[config.mk]
export PLATFORM = sky130hd
export DESIGN_NAME = uart_baud_gen
export DESIGN_NICKNAME = d
export VERILOG_FILES = /design/src/rtl/uart_baud_pkg.sv /design/src/rtl/tick_divider.sv /design/src/rtl/baud_src_select.sv /design/src/rtl/reload_counter.sv /design/src/rtl/rx_start_detect.sv /design/src/rtl/uart_baud_gen.sv
export SDC_FILE = /design/constraint.sdc
export NUM_CORES = 1
export LEC_CHECK = 0
export BUFFER_PORTS_ARGS = -buffer_cell sky130_fd_sc_hd__buf_4
export CAP_MARGIN = 10
export CELL_PAD_IN_SITES_DETAIL_PLACEMENT = 0
export CELL_PAD_IN_SITES_GLOBAL_PLACEMENT = 2
export CORE_MARGIN = 2
export CORE_UTILIZATION = 36
export DETAILED_ROUTE_END_ITERATION = 7
export PLACE_DENSITY = 0.88
export SYNTH_ARGS = -nofsm -noshare
export SYNTH_HDL_FRONTEND = slang
export SYNTH_SLANG_ARGS = --single-unit
[constraint.sdc]
create_clock -name clk -period 5 [get_ports clk]
set_clock_uncertainty 0.1 [all_clocks]
set_input_delay 0.25 -clock clk [delete_from_list [all_inputs] [get_ports clk]]
set_output_delay 0.25 -clock clk [all_outputs]
set_load 0.01 [all_outputs]
[src/rtl/uart_baud_pkg.sv]
package uart_baud_pkg;
  localparam int unsigned SEL_W = 3;
  localparam logic [SEL_W-1:0] CS_SYS    = 3'd0;
  localparam logic [SEL_W-1:0] CS_PRE_A  = 3'd1;
  localparam logic [SEL_W-1:0] CS_PRE_B  = 3'd2;
  localparam logic [SEL_W-1:0] CS_PRE_C  = 3'd3;
  localparam logic [SEL_W-1:0] CS_EXTOSC = 3'd4;
  localparam logic [SEL_W-1:0] CS_EXTPIN = 3'd5;
  localparam int unsigned N_PRE = 3;
  localparam int unsigned PRE_DIV [N_PRE] = '{4, 12, 48};
  localparam int unsigned EXTOSC_DIV = 8;
endpackage

[src/rtl/tick_divider.sv]
module tick_divider #(
  parameter int unsigned DIV = 4
) (
  input  logic clk,
  input  logic rst,
  input  logic en,
  output logic pulse
);
  localparam int unsigned W = (DIV > 1) ? $clog2(DIV) : 1;
  localparam logic [W-1:0] LAST = W'(DIV - 1);

  logic [W-1:0] cnt;

  always_ff @(posedge clk) begin
    if (rst) begin
      cnt <= '0;
    end else if (en) begin
      cnt <= (cnt == LAST) ? '0 : cnt + 1'b1;
    end
  end

  assign pulse = en && (cnt == LAST);
endmodule

[src/rtl/baud_src_select.sv]
module baud_src_select
  import uart_baud_pkg::*;
(
  input  logic             clk,
  input  logic             rst,
  input  logic             ext_osc_en,
  input  logic             ext_cnt_in,
  input  logic [SEL_W-1:0] clk_sel,
  output logic             cnt_en
);
  logic [N_PRE-1:0] pre_pulse;
  logic             osc_pulse;
  logic [2:0]       pin_sync;
  logic             pin_rise;

  for (genvar g = 0; g < N_PRE; g++) begin : g_pre
    tick_divider #(.DIV(PRE_DIV[g])) u_div (
      .clk   (clk),
      .rst   (rst),
      .en    (1'b1),
      .pulse (pre_pulse[g])
    );
  end

  tick_divider #(.DIV(EXTOSC_DIV)) u_osc_div (
    .clk   (clk),
    .rst   (rst),
    .en    (ext_osc_en),
    .pulse (osc_pulse)
  );

  always_ff @(posedge clk) begin
    if (rst) begin
      pin_sync <= '0;
    end else begin
      pin_sync <= {pin_sync[1:0], ext_cnt_in};
    end
  end

  assign pin_rise = pin_sync[1] && !pin_sync[2];

  always_ff @(posedge clk) begin
    if (rst) begin
      cnt_en <= 1'b0;
    end else begin
      case (clk_sel)
        CS_SYS:    cnt_en <= 1'b1;
        CS_PRE_A:  cnt_en <= pre_pulse[0];
        CS_PRE_B:  cnt_en <= pre_pulse[1];
        CS_PRE_C:  cnt_en <= pre_pulse[2];
        CS_EXTOSC: cnt_en <= osc_pulse;
        CS_EXTPIN: cnt_en <= pin_rise;
        default:   cnt_en <= 1'b0;
      endcase
    end
  end
endmodule

[src/rtl/reload_counter.sv]
module reload_counter #(
  parameter int unsigned W = 8
) (
  input  logic         clk,
  input  logic         rst,
  input  logic         run,
  input  logic         cnt_en,
  input  logic         force_ld,
  input  logic [W-1:0] reload,
  output logic [W-1:0] count,
  output logic         tick
);
  logic half;
  logic ovf;

  assign ovf = run && cnt_en && !force_ld && (count == '1);

  always_ff @(posedge clk) begin
    if (rst) begin
      count <= '0;
      half  <= 1'b0;
      tick  <= 1'b0;
    end else begin
      tick <= ovf && half;
      if (force_ld) begin
        count <= reload;
        half  <= 1'b0;
      end else if (!run) begin
        half  <= 1'b0;
      end else if (cnt_en) begin
        count <= ovf ? reload : count + 1'b1;
        if (ovf) half <= !half;
      end
    end
  end
endmodule

[src/rtl/rx_start_detect.sv]
module rx_start_detect #(
  parameter int unsigned SYNC_STAGES = 2
) (
  input  logic clk,
  input  logic rst,
  input  logic rx_line,
  input  logic rx_done,
  output logic start
);
  logic [SYNC_STAGES-1:0] sync;
  logic prev;
  logic busy;
  logic fall;

  always_ff @(posedge clk) begin
    if (rst) begin
      sync <= '1;
      prev <= 1'b1;
    end else begin
      sync <= {sync[SYNC_STAGES-2:0], rx_line};
      prev <= sync[SYNC_STAGES-1];
    end
  end

  assign fall = prev && !sync[SYNC_STAGES-1];

  always_ff @(posedge clk) begin
    if (rst) begin
      busy  <= 1'b0;
      start <= 1'b0;
    end else begin
      start <= fall && !busy;
      if (rx_done)            busy <= 1'b0;
      else if (fall && !busy) busy <= 1'b1;
    end
  end
endmodule

[src/rtl/uart_baud_gen.sv]
module uart_baud_gen
  import uart_baud_pkg::*;
#(
  parameter int unsigned CW = 8
) (
  input  logic             clk,
  input  logic             rst,
  input  logic             ext_osc_en,
  input  logic             ext_cnt_in,
  input  logic [SEL_W-1:0] clk_sel,
  input  logic             tmr_en,
  input  logic [CW-1:0]    reload_val,
  input  logic             rx_line,
  input  logic             rx_done,
  output logic             tx_tick,
  output logic             rx_tick,
  output logic [CW-1:0]    tx_low
);
  logic cnt_en;
  logic rx_start;
  logic [CW-1:0] rx_count;

  baud_src_select u_src (
    .clk        (clk),
    .rst        (rst),
    .ext_osc_en (ext_osc_en),
    .ext_cnt_in (ext_cnt_in),
    .clk_sel    (clk_sel),
    .cnt_en     (cnt_en)
  );

  rx_start_detect #(.SYNC_STAGES(2)) u_start (
    .clk     (clk),
    .rst     (rst),
    .rx_line (rx_line),
    .rx_done (rx_done),
    .start   (rx_start)
  );

  reload_counter #(.W(CW)) u_tx (
    .clk      (clk),
    .rst      (rst),
    .run      (tmr_en),
    .cnt_en   (cnt_en),
    .force_ld (1'b0),
    .reload   (reload_val),
    .count    (tx_low),
    .tick     (tx_tick)
  );

  reload_counter #(.W(CW)) u_rx (
    .clk      (clk),
    .rst      (rst),
    .run      (tmr_en),
    .cnt_en   (cnt_en),
    .force_ld (rx_start),
    .reload   (reload_val),
    .count    (rx_count),
    .tick     (rx_tick)
  );

  logic unused_rx;
  assign unused_rx = ^rx_count;
endmodule

; ---- After elaboration in Yosys (flattened, before gate mapping)
; Cells that the tools add are included.
[op_classes]
n_reduce_logical = 29
order_cmp = 0
n_mul = 0
shifts = 0
n_mux = 7
n_bitwise = 1
add_sub_neg = 6
div = 0
eq_ne = 11
[op_table]
columns = operator, n
row1 = 8-bit 2-to-1 mux, 5
row2 = "8-bit by 1-bit adder with 8-bit output, second input constant", 2
row3 = "8-bit == test, second input constant", 2
row4 = 1-bit logical AND, 10
row5 = 2-bit OR reduction, 5
row6 = "3-bit == test, second input constant", 3
row7 = 2-bit AND reduction, 4
row8 = "6-bit by 1-bit adder with 6-bit output, second input constant", 1
row9 = "3-bit by 2-bit == test with 1-bit output, second input constant", 2
row10 = "6-bit == test, second input constant", 1
row11 = 1-bit logical NOT, 6
row12 = 1-bit one-hot mux with 6 select lines, 1
row13 = "4-bit by 1-bit adder with 4-bit output, second input constant", 1
row14 = "4-bit == test, second input constant", 1
row15 = 2-bit nonzero test, 2
row16 = "3-bit by 1-bit adder with 3-bit output, second input constant", 1
row17 = "3-bit by 1-bit == test with 1-bit output, second input constant", 1
row18 = 3-bit logical NOT, 1
row19 = 3-bit 2-to-1 mux, 1
row20 = 3-bit OR reduction, 1
row21 = "2-bit by 1-bit adder with 2-bit output, second input constant", 1
row22 = "2-bit == test, second input constant", 1
row23 = 1-bit NOT, 1
[word_totals]
ff_bits = 44
n_memories = 0
latchBits = 0
out_inout_bits = 10
wordCells = 70
romBits = 0
ramBits = 0

; ---- Longest topological paths before layout
; Gate-level depths: netlist of the first run.
[depth]
ltp_word = 7
ltp_mapped = 6
ltp_nobuf = 6

; ---- Cells and area by module
; A second synthesis of the first run with hierarchy kept.
[unflattened]
cells_unflattened = 251
hier_area_um2 = 2296.0
[by_module_without_submodules]
columns = mod, cells_per_inst, instances, area_per_inst_um2
row1 = reload_counter, 74, 2, 628.1
row2 = tick_divider (u_src.g_pre[2].u_div), 31, 1, 292.8
row3 = tick_divider (u_src.g_pre[1].u_div), 19, 1, 186.4
row4 = baud_src_select, 17, 1, 165.2
row5 = rx_start_detect, 12, 1, 151.4
row6 = tick_divider (u_src.u_osc_div), 14, 1, 147.6
row7 = tick_divider (u_src.g_pre[0].u_div), 9, 1, 92.6
row8 = uart_baud_gen, 1, 1, 3.8

; ---- Worst setup path before layout of the first run
; Ideal clock, no wire load.
[synth_timing]
path_type = reg-to-reg
start = reg u_rx.count[0]
end = reg u_rx.count[3]
synth_period_minus_slack_ps = 1791
path_slack_ps = 3209
path_stages_with_launch = 7
required_time_ps = 4826
arrival_time_ps = 1617
cell_sequence = dfxtp_1 -> ha_1 -> and4_4 -> buf_6 -> a31o_2 -> or4_1 -> a31oi_1
[synth_via]
elab_chain_len = 6
elab_cells_between_ends = 7
cone_classes = add/sub (1) / eq/ne (1) / mux (4) / reduce/logical (1)
[synth_lines]
columns = element, line
row1 = start: declaration, reload_counter.sv:10  ; output logic [W-1:0] count,
row2 = start signal: assignment, reload_counter.sv:26  ; count <= reload;
row3 = start signal: assignment, reload_counter.sv:31  ; count <= ovf ? reload : count + 1'b1;
row4 = "parallel branches: the longest is 2 deep, another holds 8-bit by 1-bit adder with 8-bit output", n/a
row5 = 8-bit 2-to-1 mux *, reload_counter.sv:31
row6 = 8-bit 2-to-1 mux *, reload_counter.sv:30  ; end else if (cnt_en) begin
row7 = 8-bit 2-to-1 mux *, reload_counter.sv:28  ; end else if (!run) begin
row8 = 8-bit 2-to-1 mux *, reload_counter.sv:25  ; if (force_ld) begin
; Mark *: on every way between the ends. The select of a mux whose other input is x is not followed.
; A chain may end at the register's enable or synchronous reset.

; ---- Final worst setup path of the first run
[layout_timing]
start = reg u_tx.count[0]
end = reg u_tx.count[0]
[layout_via]
elab_chain_len = 3
elab_cells_between_ends = 4
cone_classes = add/sub (1) / eq/ne (1) / mux (1) / reduce/logical (1)
[layout_lines]
columns = element, line
row1 = start: declaration, reload_counter.sv:10
row2 = start signal: assignment, reload_counter.sv:26
row3 = start signal: assignment, reload_counter.sv:31
row4 = "parallel branches: the longest is 2 deep, another holds 8-bit by 1-bit adder with 8-bit output", n/a
row5 = 8-bit 2-to-1 mux *, reload_counter.sv:31
; Mark *: on every way between the ends.

==> metrics, run 1 <==
nets@finish 266; Hold WS 34.45 ps; CTS root buf clkbuf_8; Max Cap Viol 0; # rows 26; vias per cell 5.147; Die Wd 76.95 um; GPL Wtd Cong 0.7965; startpoint types flip-flop; commonest non-fill, non-tap cell in the layout dfxtp_1; RSZ-0062 raised after global routing no; Crit path max-delay family simple AND/OR/NAND/NOR gates; cell depth of the worst setup path 5; Layout area overhead 18.75%; post-cts sizing count 0; Most used DFF post-synth dfxtp_1; vias in the first global route 1,511; fraction of registers with async set/reset 0%; post-route DRC violation count 0; layout cells sized above 1 16.94%; syn_area_per_cell 8.951 um^2; critical path peak fanout 8; CTS tree done; first-pass GRT wire length 6934 um; routed len/inst 13.02 um; VDD IR max 0.0001531 V; clock-pin slew on the worst setup and hold paths 80 ps; Final Critical Period 1842 ps; Slew headroom 66.11%; Final Core Density 44.54%; worst slew pin tran 507.6 ps; worst path cell trace ha_1, and4_1, nand3_1, mux2i_1, a21oi_1; Slew Viols, Final 0; total gr overflow 0; Crit Path Category reg -> reg; most frequent cells in the layout 44 x dfxtp_1, 27 x buf_4, 24 x nor2_1, 16 x nand2_1, 15 x a21oi_1; CORE AREA 5107 um^2; final hold violation count 0; pwr dens 290.6 nW/um^2; Placed Area 2167 um^2; Synth area leaders dfxtp_1 46%, nor2_1 4.7%, ha_1 4.6%; sequential share of the synthesized area 45.98%; Inserted Diodes 0; slowest stage delay, CP 410 ps; Via Count 1,606; Die Area 5921 um^2; clock sink total 44; Ports 28; hold crit path type in -> reg; Synth Cell Area 1916 um^2; CP endpoint kind flip-flop; Yosys warning total 0; WL final 4063 um; Worst EP arrival 1910 ps; Post-synth EDFFs 0; largest net degree at the start of global routing 37; Bufs on Longest Clock Path 2; fillers 514; Placed Cells 303; area taken by multi-input logic gates 980.9 um^2; effective utilization at floorplan 37.51%; I/O Buffers 27; setup TNS 0 ps; Clock Latency Late Sink 290 ps; FF+latch count, synth 44; crit share post-route 36.84%; total track usage 14.79%; FF+latch area 880.8 um^2; DRC marker count from the first detailed-route iteration 73; CP required 5070 ps; final instance area 2275 um^2; CP max-delay cell dfxtp_1; cell count of the worst reg-to-reg path 5; Detailed Routing Iterations Pass 1 4; status finished, final reports clean; CTS buffer count 5; H-tree level count 2; post-route ant nets 0; Die Y 76.95 um; DP HPWL 2896 um; Worst Hold Path Cells 2; Yosys top cell area share 45.98%; FMAX 542.9 MHz; leading area contributor after synthesis dfxtp_1; Non-Filler Instances 312; initial antenna violation count 0; Synth cell types 40; leak pwr 0.0008772 uW; synthesized instance count 214; Net Count, Synth 239; Critical path buffers and inverters 0; Setup-failing EPs final 0
-- through the flow --
| step | total power [uW] | worst slack (ps) |
|---|---|---|
| 2_1_floorplan | 413.5 | 3209 |
| 3_3_place_gp | 436.2 | 3254 |
| 3_5_place_dp | 436.8 | 3169 |
| 4_1_cts | 674.5 | 3152 |
| 5_1_grt | 696.3 | 3037 |
| 6_report | 661.0 | 3158 |
-- cell usage after synthesis (3+ instances only) --
| master | count |
|---|---|
| or4_1 | 3 |
| nand3_1 | 13 |
| and3_1 | 3 |
| nor2_1 | 24 |
| inv_1 | 4 |
| xnor2_1 | 5 |
| o211ai_1 | 3 |
| nor3_1 | 10 |
| mux2i_1 | 5 |
| o21ai_0 | 3 |
| nor2b_1 | 3 |
| a21oi_1 | 15 |
| xor2_1 | 4 |
| and2_1 | 4 |
| a311oi_1 | 3 |
| or2_2 | 3 |
| nor3b_1 | 7 |
| nor4_1 | 3 |
| dfxtp_1 | 44 |
| a31oi_1 | 5 |
| ha_1 | 7 |
| nand2_1 | 16 |
| clkbuf_1 | 6 |
-- layer usage --
layer,wire length (um),track usage [%],up-vias
met5,0,0,-
met1,1962,18.41,738
met4,86,7.273,0
met2,1806,23.42,35
li1,-,-,824
met3,208,4.118,9
-- sequential cells by signal, indices dropped and copies added (netlist names), 2 cells and up --
name / count
u_src.g_pre.u_div.cnt: 12
u_src.pin_sync: 3
u_rx.count: 8
u_start.sync: 2
u_tx.count: 8
u_src.u_osc_div.cnt: 3
-- area by class of cell --
cell class | count | area share, %
multi-input cells | 158 | 43.12
flip-flops and latches | 44 | 38.72
clock inverters | 2 | 0.6601
well taps | 70 | 3.850
clock buffers | 6 | 3.630
repair buffers | 28 | 9.351
inverters | 4 | 0.6601
-- timing repair --
action,CTS,global route
buffers inserted,0,0
hold buffers,1,0
hold endpoints to repair,1,0
-- where the power goes --
| group | leakage [uW] | total [uW] | internal (uW) | switching, uW |
|---|---|---|---|---|
| Clock | 0.0000434 | 233 | 112 | 121 |
| Combinational | 0.000475 | 52.1 | 26.8 | 25.3 |
| Sequential | 0.000359 | 376 | 365 | 11.5 |
-- logic make-up after synthesis --
group / count (synthesis) / share of synthesized area, %
buffers and inverters: 12 / 2.808
AO/OA/AOI/OAI: 39 / 13.32
XOR/XNOR: 9 / 4.115
AND/OR/NAND/NOR: 98 / 26.58
flip-flops: 44 / 45.98
multiplexers: 5 / 2.613
adder cells (fa/ha/maj): 7 / 4.572
-- final timing paths --
| path | start | end | slack (ps) |
|---|---|---|---|
| max | u_tx.count[0] | u_tx.count[0] | 3160 |
| min | rx_line | u_start.sync[0] | 30 |
| max reg2reg | u_tx.count[0] | u_tx.count[0] | 3160 |
| min reg2reg | u_start.sync[0] | u_start.sync[1] | 310 |
Power figures use the tool's default switching activity.
==> inputs of run 2 (changes only) <==
ABC_AREA = 1   (was unset)
CORE_UTILIZATION = 29   (was 36)
PLACE_DENSITY = 0.79   (was 0.88)
clock period = 1.6 ns   (was 5 ns; I/O delays follow)
==> run 2 against run 1 <==
Against the previous run: the flow now finishes with violations (negative hold slack); fmax rose by 23%; sequential share of layout area decreased by 6.5 points; cell area rose by 20%; clock power grew to 2.9 times the previous value; largest cell class unchanged; largest power group unchanged.
==> metrics, run 2 <==
vias per cell 4.381; WL final 4785 um; most frequent cells in the layout 42 x dfxtp_1, 41 x nand2_1, 41 x buf_4, 33 x inv_1, 30 x nor2_1; Placed Area 2439 um^2; clock-pin slew on the worst setup and hold paths 90 ps; synthesized instance count 274; CP endpoint kind flip-flop; sequential share of the synthesized area 41.93%; Max Cap Viol 0; layout cells sized above 1 27.05%; FMAX 669.0 MHz; area taken by multi-input logic gates 1060 um^2; Clock Latency Late Sink 300 ps; final hold violation count 1; pwr dens 765.8 nW/um^2; FF+latch count, synth 44; Layout area overhead 30.38%; fraction of registers with async set/reset 0%; synth cell count leaders 44 x dfxtp_1, 43 x nand2_1, 33 x inv_1; CTS tree done; routed len/inst 11.18 um; # rows 31; Bufs on Longest Clock Path 2; first-pass GRT wire length 7769 um; post-route DRC violation count 0; post-route ant nets 0; Slew headroom 76.82%; CP most frequent cell nand2_2; initial antenna violation count 0; Die Wd 89.11 um; Worst EP arrival 1580 ps; I/O Buffers 27; Ports 28; clock sink total 44; total track usage 12.66%; largest net degree at the start of global routing 20; VDD IR max 0.0003237 V; syn_area_per_cell 7.667 um^2; status finished, violations left; crit share post-route 93.42%; max reg flops 12; Setup-failing EPs final 0; Post-synth EDFFs 0; GPL Wtd Cong 0.7585; worst path cell trace ha_2, nand2_2, nor2_2, nand2_2, nand2_8, buf_8, nand2_2, o21ai_2, a21oi_2; slowest stage delay, CP 340 ps; Regs by FF count u_src.g_pre.u_div.cnt (12), u_rx.count (8), u_tx.count (8); CTS buffer count 5; hold crit path type in -> reg; Most used DFF post-synth dfxtp_1; effective utilization at floorplan 29.44%; Power, Total 2097 uW; CORE AREA 7137 um^2; leading area contributor after synthesis dfxtp_1; Synth Cell Area 2101 um^2; Yosys top cell area share 41.93%; DRC marker count from the first detailed-route iteration 74; Placement Setup Slack 68.64 ps; total gr overflow 0; Top reg by flops u_src.g_pre.u_div.cnt; Inserted Diodes 0; vias in the first global route 1,709; CP required 1690 ps; Synth area leaders dfxtp_1 42%, nand2_1 7.7%, inv_1 5.9%; Final Critical Period 1495 ps; Detailed Routing Iterations Pass 1 5; count leader, synth dfxtp_1; Via Count 1,875; worst slew pin tran 347.2 ps; Crit Path Category reg -> reg; final instance area 2739 um^2; Hold WS -11.20 ps; Die Area 7941 um^2; fillers 794; DP HPWL 3339 um; FF+latch area 883.3 um^2; CP max-delay cell dfxtp_2; critical path peak fanout 7; Die Y 89.11 um; leak pwr 0.001193 uW; final worst slack 105.3 ps; CTS root buf clkbuf_8; Slew Viols, Final 0; Net Count, Synth 299; startpoint types flip-flop; Final Core Density 38.38%; Synth cell types 36; Yosys warning total 0; commonest non-fill, non-tap cell in the layout dfxtp_1; failing checks negative hold slack; H-tree level count 2; nets@finish 354
## run 2: cell count changes after synthesis, sizes merged, moves of 4 or more
cell,before,now
inv,4,38
nand2,16,50
o21ai,3,25
nor2,24,35
a21oi,15,24
clkbuf,6,1
mux2i,5,0
and2,4,0
nor3,10,6
nor3b,7,3
## run 2: critical path: cells and delay by family, from the launching register on
family	cells	cell delay, ps
buf+inv	1	130
flops	1	340
fa+ha+maj	1	190
compound gates	2	120
simple gates	5	510
## run 2: report_power, final
group,switching [uW],internal (uW),leakage [uW]
Clock,388,296,0.0000400
Sequential,27.4,1140,0.000360
Combinational,121,124,0.000793
## run 2: cell families (layout without fill, tap and decap cells)
kind of cell             count (synthesis)  in the layout  share of synthesized area, %
adder cells (fa/ha/maj)                  7              7                         4.169
AO/OA/AOI/OAI                           54             54                         15.07
AND/OR/NAND/NOR                        117            118                         26.62
XOR/XNOR                                 6              6                         2.501
buffers and inverters                   46            100                         9.708
flip-flops                              44             44                         41.93
## run 2: path summary, 6_finish.rpt
check	startpoint	end	slack, ps	cells past startpoint
setup / recovery	u_rx.count[0]	u_rx.count[1]	110	9
setup reg to reg	u_rx.count[0]	u_rx.count[1]	110	9
hold / removal	clk_sel[0]	u_src.cnt_en	-10	4
hold reg to reg	u_src.pin_sync[0]	u_src.pin_sync[1]	310	2
## run 2: layer usage
metal	part of all wire (%)	global-route usage [%]	routed length (um)	up-vias
li1	-	-	-	995
met4	1.5	3.935	74	0
met2	42	19.66	2005	29
met5	0	0	0	-
met3	5.5	4.617	261	9
met1	51	16.40	2445	842
## run 2: repair_timing
item | in CTS | in global routing
resized for setup | 0 | 14
buffers inserted | 0 | 7
endpoints found under the hold margin | 16 | 0
endpoints found under the setup margin | 0 | 11
hold buffers | 11 | 0
## run 2: layout make-up
class                           count  share of cell area (%)
Multi-Input combinational cell    185                   38.69
Clock inverter                      2                  0.4568
Timing Repair Buffer               53                   15.81
Clock buffer                        5                   2.513
Sequential cell                    44                   32.25
Tap cell                           99                   4.523
Inverter                           40                   5.756
## run 2: metrics by stage
stage          TNS [ps]  hold slack, ps  std cells
2_1_floorplan         0           56.79        274
3_3_place_gp          0           147.0        402
3_5_place_dp          0           147.6        402
4_1_cts               0           2.251        420
5_1_grt          -8.136           6.912        428
6_report              0          -11.20        428
==> inputs of run 3 (changes only) <==
ABC_AREA = unset   (was 1)
CORE_UTILIZATION = 31   (was 29)
PLACE_DENSITY = 0.81   (was 0.79)
==> run 3 against run 2 <==
Against the previous run: the run ends with negative setup slack left; utilization up 6.5 points; first-iteration DRC count up 34%; global-route usage up 1.6 points; setup slack worse by 180 ps; sequential power about the same.
==> metrics, run 3 (synthesized netlist as in run 1, its figures left out) <==
Final Core Density 44.90%; final instance area 2674 um^2; first-pass GRT wire length 7465 um; met2 Use GR 23.55%; largest net degree at the start of global routing 20; met1 usage 19.24%; post-route ant nets 0; Die Y 82.61 um; total gr overflow 0; Setup-failing EPs final 1; Regs by FF count u_src.g_pre.u_div.cnt (12), u_rx.count (8), u_tx.count (8); startpoint types flip-flop; hold crit path type in -> reg; R2R Setup Slk -70 ps; Crit Path Category reg -> reg; most frequent cells in the layout 53 x buf_4, 41 x dfxtp_1, 24 x nor2_1, 16 x nand2_1; Ports 28; CTS buffer count 5; setup TNS -74.53 ps; H-tree level count 2; commonest non-fill, non-tap cell in the layout buf_4; min-delay src reload_val[1]; final hold violation count 0; clock-pin slew on the worst setup and hold paths 80 ps; vias per cell 4.952; Detailed Routing Iterations Pass 1 4; # rows 28; reg2reg start u_rx.count[0]; max reg flops 12; critical path peak fanout 4; initial antenna violation count 0; CP max-delay cell or4_1; Die Wd 82.61 um; RSZ-0062 raised after global routing yes; VDD IR max 0.0004406 V; CTS root buf clkbuf_8; Layout area overhead 39.58%; Reg2Reg Capture Point u_rx.count[3]; DRC marker count from the first detailed-route iteration 99; Inserted Diodes 0; Bufs on Longest Clock Path 2; Die Area 6824 um^2; clock sink total 44; Power, Total 2062 uW; area taken by multi-input logic gates 1071 um^2; Worst Hold Path Cells 3; WL final 4507 um; leak pwr 0.001061 uW; CP required 1720 ps; cell count of the worst reg-to-reg path 5; total track usage 14.25%; Via Count 1,753; Top reg by flops u_src.g_pre.u_div.cnt; slowest stage delay, CP 470 ps; pwr dens 771.3 nW/um^2; worst slew pin tran 283.5 ps; Slew headroom 81.03%; routed len/inst 12.73 um; worst path cell trace ha_4, and4_4, a31o_4, or4_1, a31oi_1; layout cells sized above 1 28.67%; gr busiest metal met2; effective utilization at floorplan 32.16%; I/O Buffers 27; Final Critical Period 1675 ps; final worst slack -74.53 ps; fillers 600; CP endpoint kind flip-flop; Placed Area 2391 um^2; CORE AREA 5956 um^2; Slew Viols, Final 0; status finished, violations left; Max Cap Viol 0; GPL Wtd Cong 0.8307; crit share post-route 104.7%; Hold EP u_tx.count[1]; vias in the first global route 1,632; FF+latch area 884.6 um^2; Hold WS 10.05 ps; CTS tree done; DP HPWL 3278 um; failing checks negative setup slack; Worst EP arrival 1790 ps; FMAX 597.2 MHz; post-route DRC violation count 0; grt met3 use 3.587%; Clock Latency Late Sink 290 ps; nets@finish 304
run 3: cell count changes in the layout (fill, tap and decap cells not counted), sizes merged, moves of 9 or more:
cell / before / now
inv: 38 / 4
nand2: 50 / 16
o21ai: 25 / 3
buf: 42 / 53
nor2: 35 / 24
a21oi: 24 / 15
run 3: per-stage QoR:
stage | cells | setup WS (ps)
detailed placement | 334 | -36.59
global route | 354 | -133.9
CTS | 353 | -56.21
global placement | 334 | -10.27
floorplan | 214 | -131.1
finish | 354 | -74.53
run 3: worst max path at each step:
stage	from	end	slack [ps]
after floorplan	u_rx.count[0]	u_rx.count[3]	-130
after global placement	u_rx.count[0]	u_rx.count[3]	-10
after detailed placement	u_rx.count[0]	u_rx.count[3]	-40
after CTS	u_rx.count[0]	u_rx.count[3]	-60
after global routing	u_rx.count[0]	u_rx.count[3]	-130
final	u_rx.count[0]	u_rx.count[3]	-70
run 3: metal layers:
layer | part of all wire [%] | vias up
met3 | 4.8 | 2
met2 | 47 | 40
li1 | - | 904
met4 | 0.089 | 0
met1 | 48 | 807
met5 | 0 | -
run 3: timing repair:
action / 4_1_cts / 5_1_grt
hold buffers: 12 / 1
resized for setup: 2 / 12
buffers inserted: 0 / 0
setup endpoints to repair: 4 / 9
pin swaps: 1 / 3
endpoints found under the hold margin: 15 / 1
run 3: cell type report:
class / instances / area share (%)
clock inverter: 2 / 0.4679
sequential: 44 / 33.08
inverter: 4 / 0.5615
tap: 75 / 3.510
clock buffer: 5 / 2.574
timing repair buffer: 66 / 19.75
multi-input combinational: 158 / 40.06
run 3: power by group:
part	internal (uW)	switching, uW
Sequential	1140	30.9
Combinational	127	102
Clock	296	366
Total	1560	498
run 3: critical path: cells and delay by family (launching register included):
family / cells / cell delay [ps]
AOI/OAI and AO/OA: 2 / 380
adders and majority gates: 1 / 150
DFF: 1 / 340
and+or+nand+nor: 2 / 630
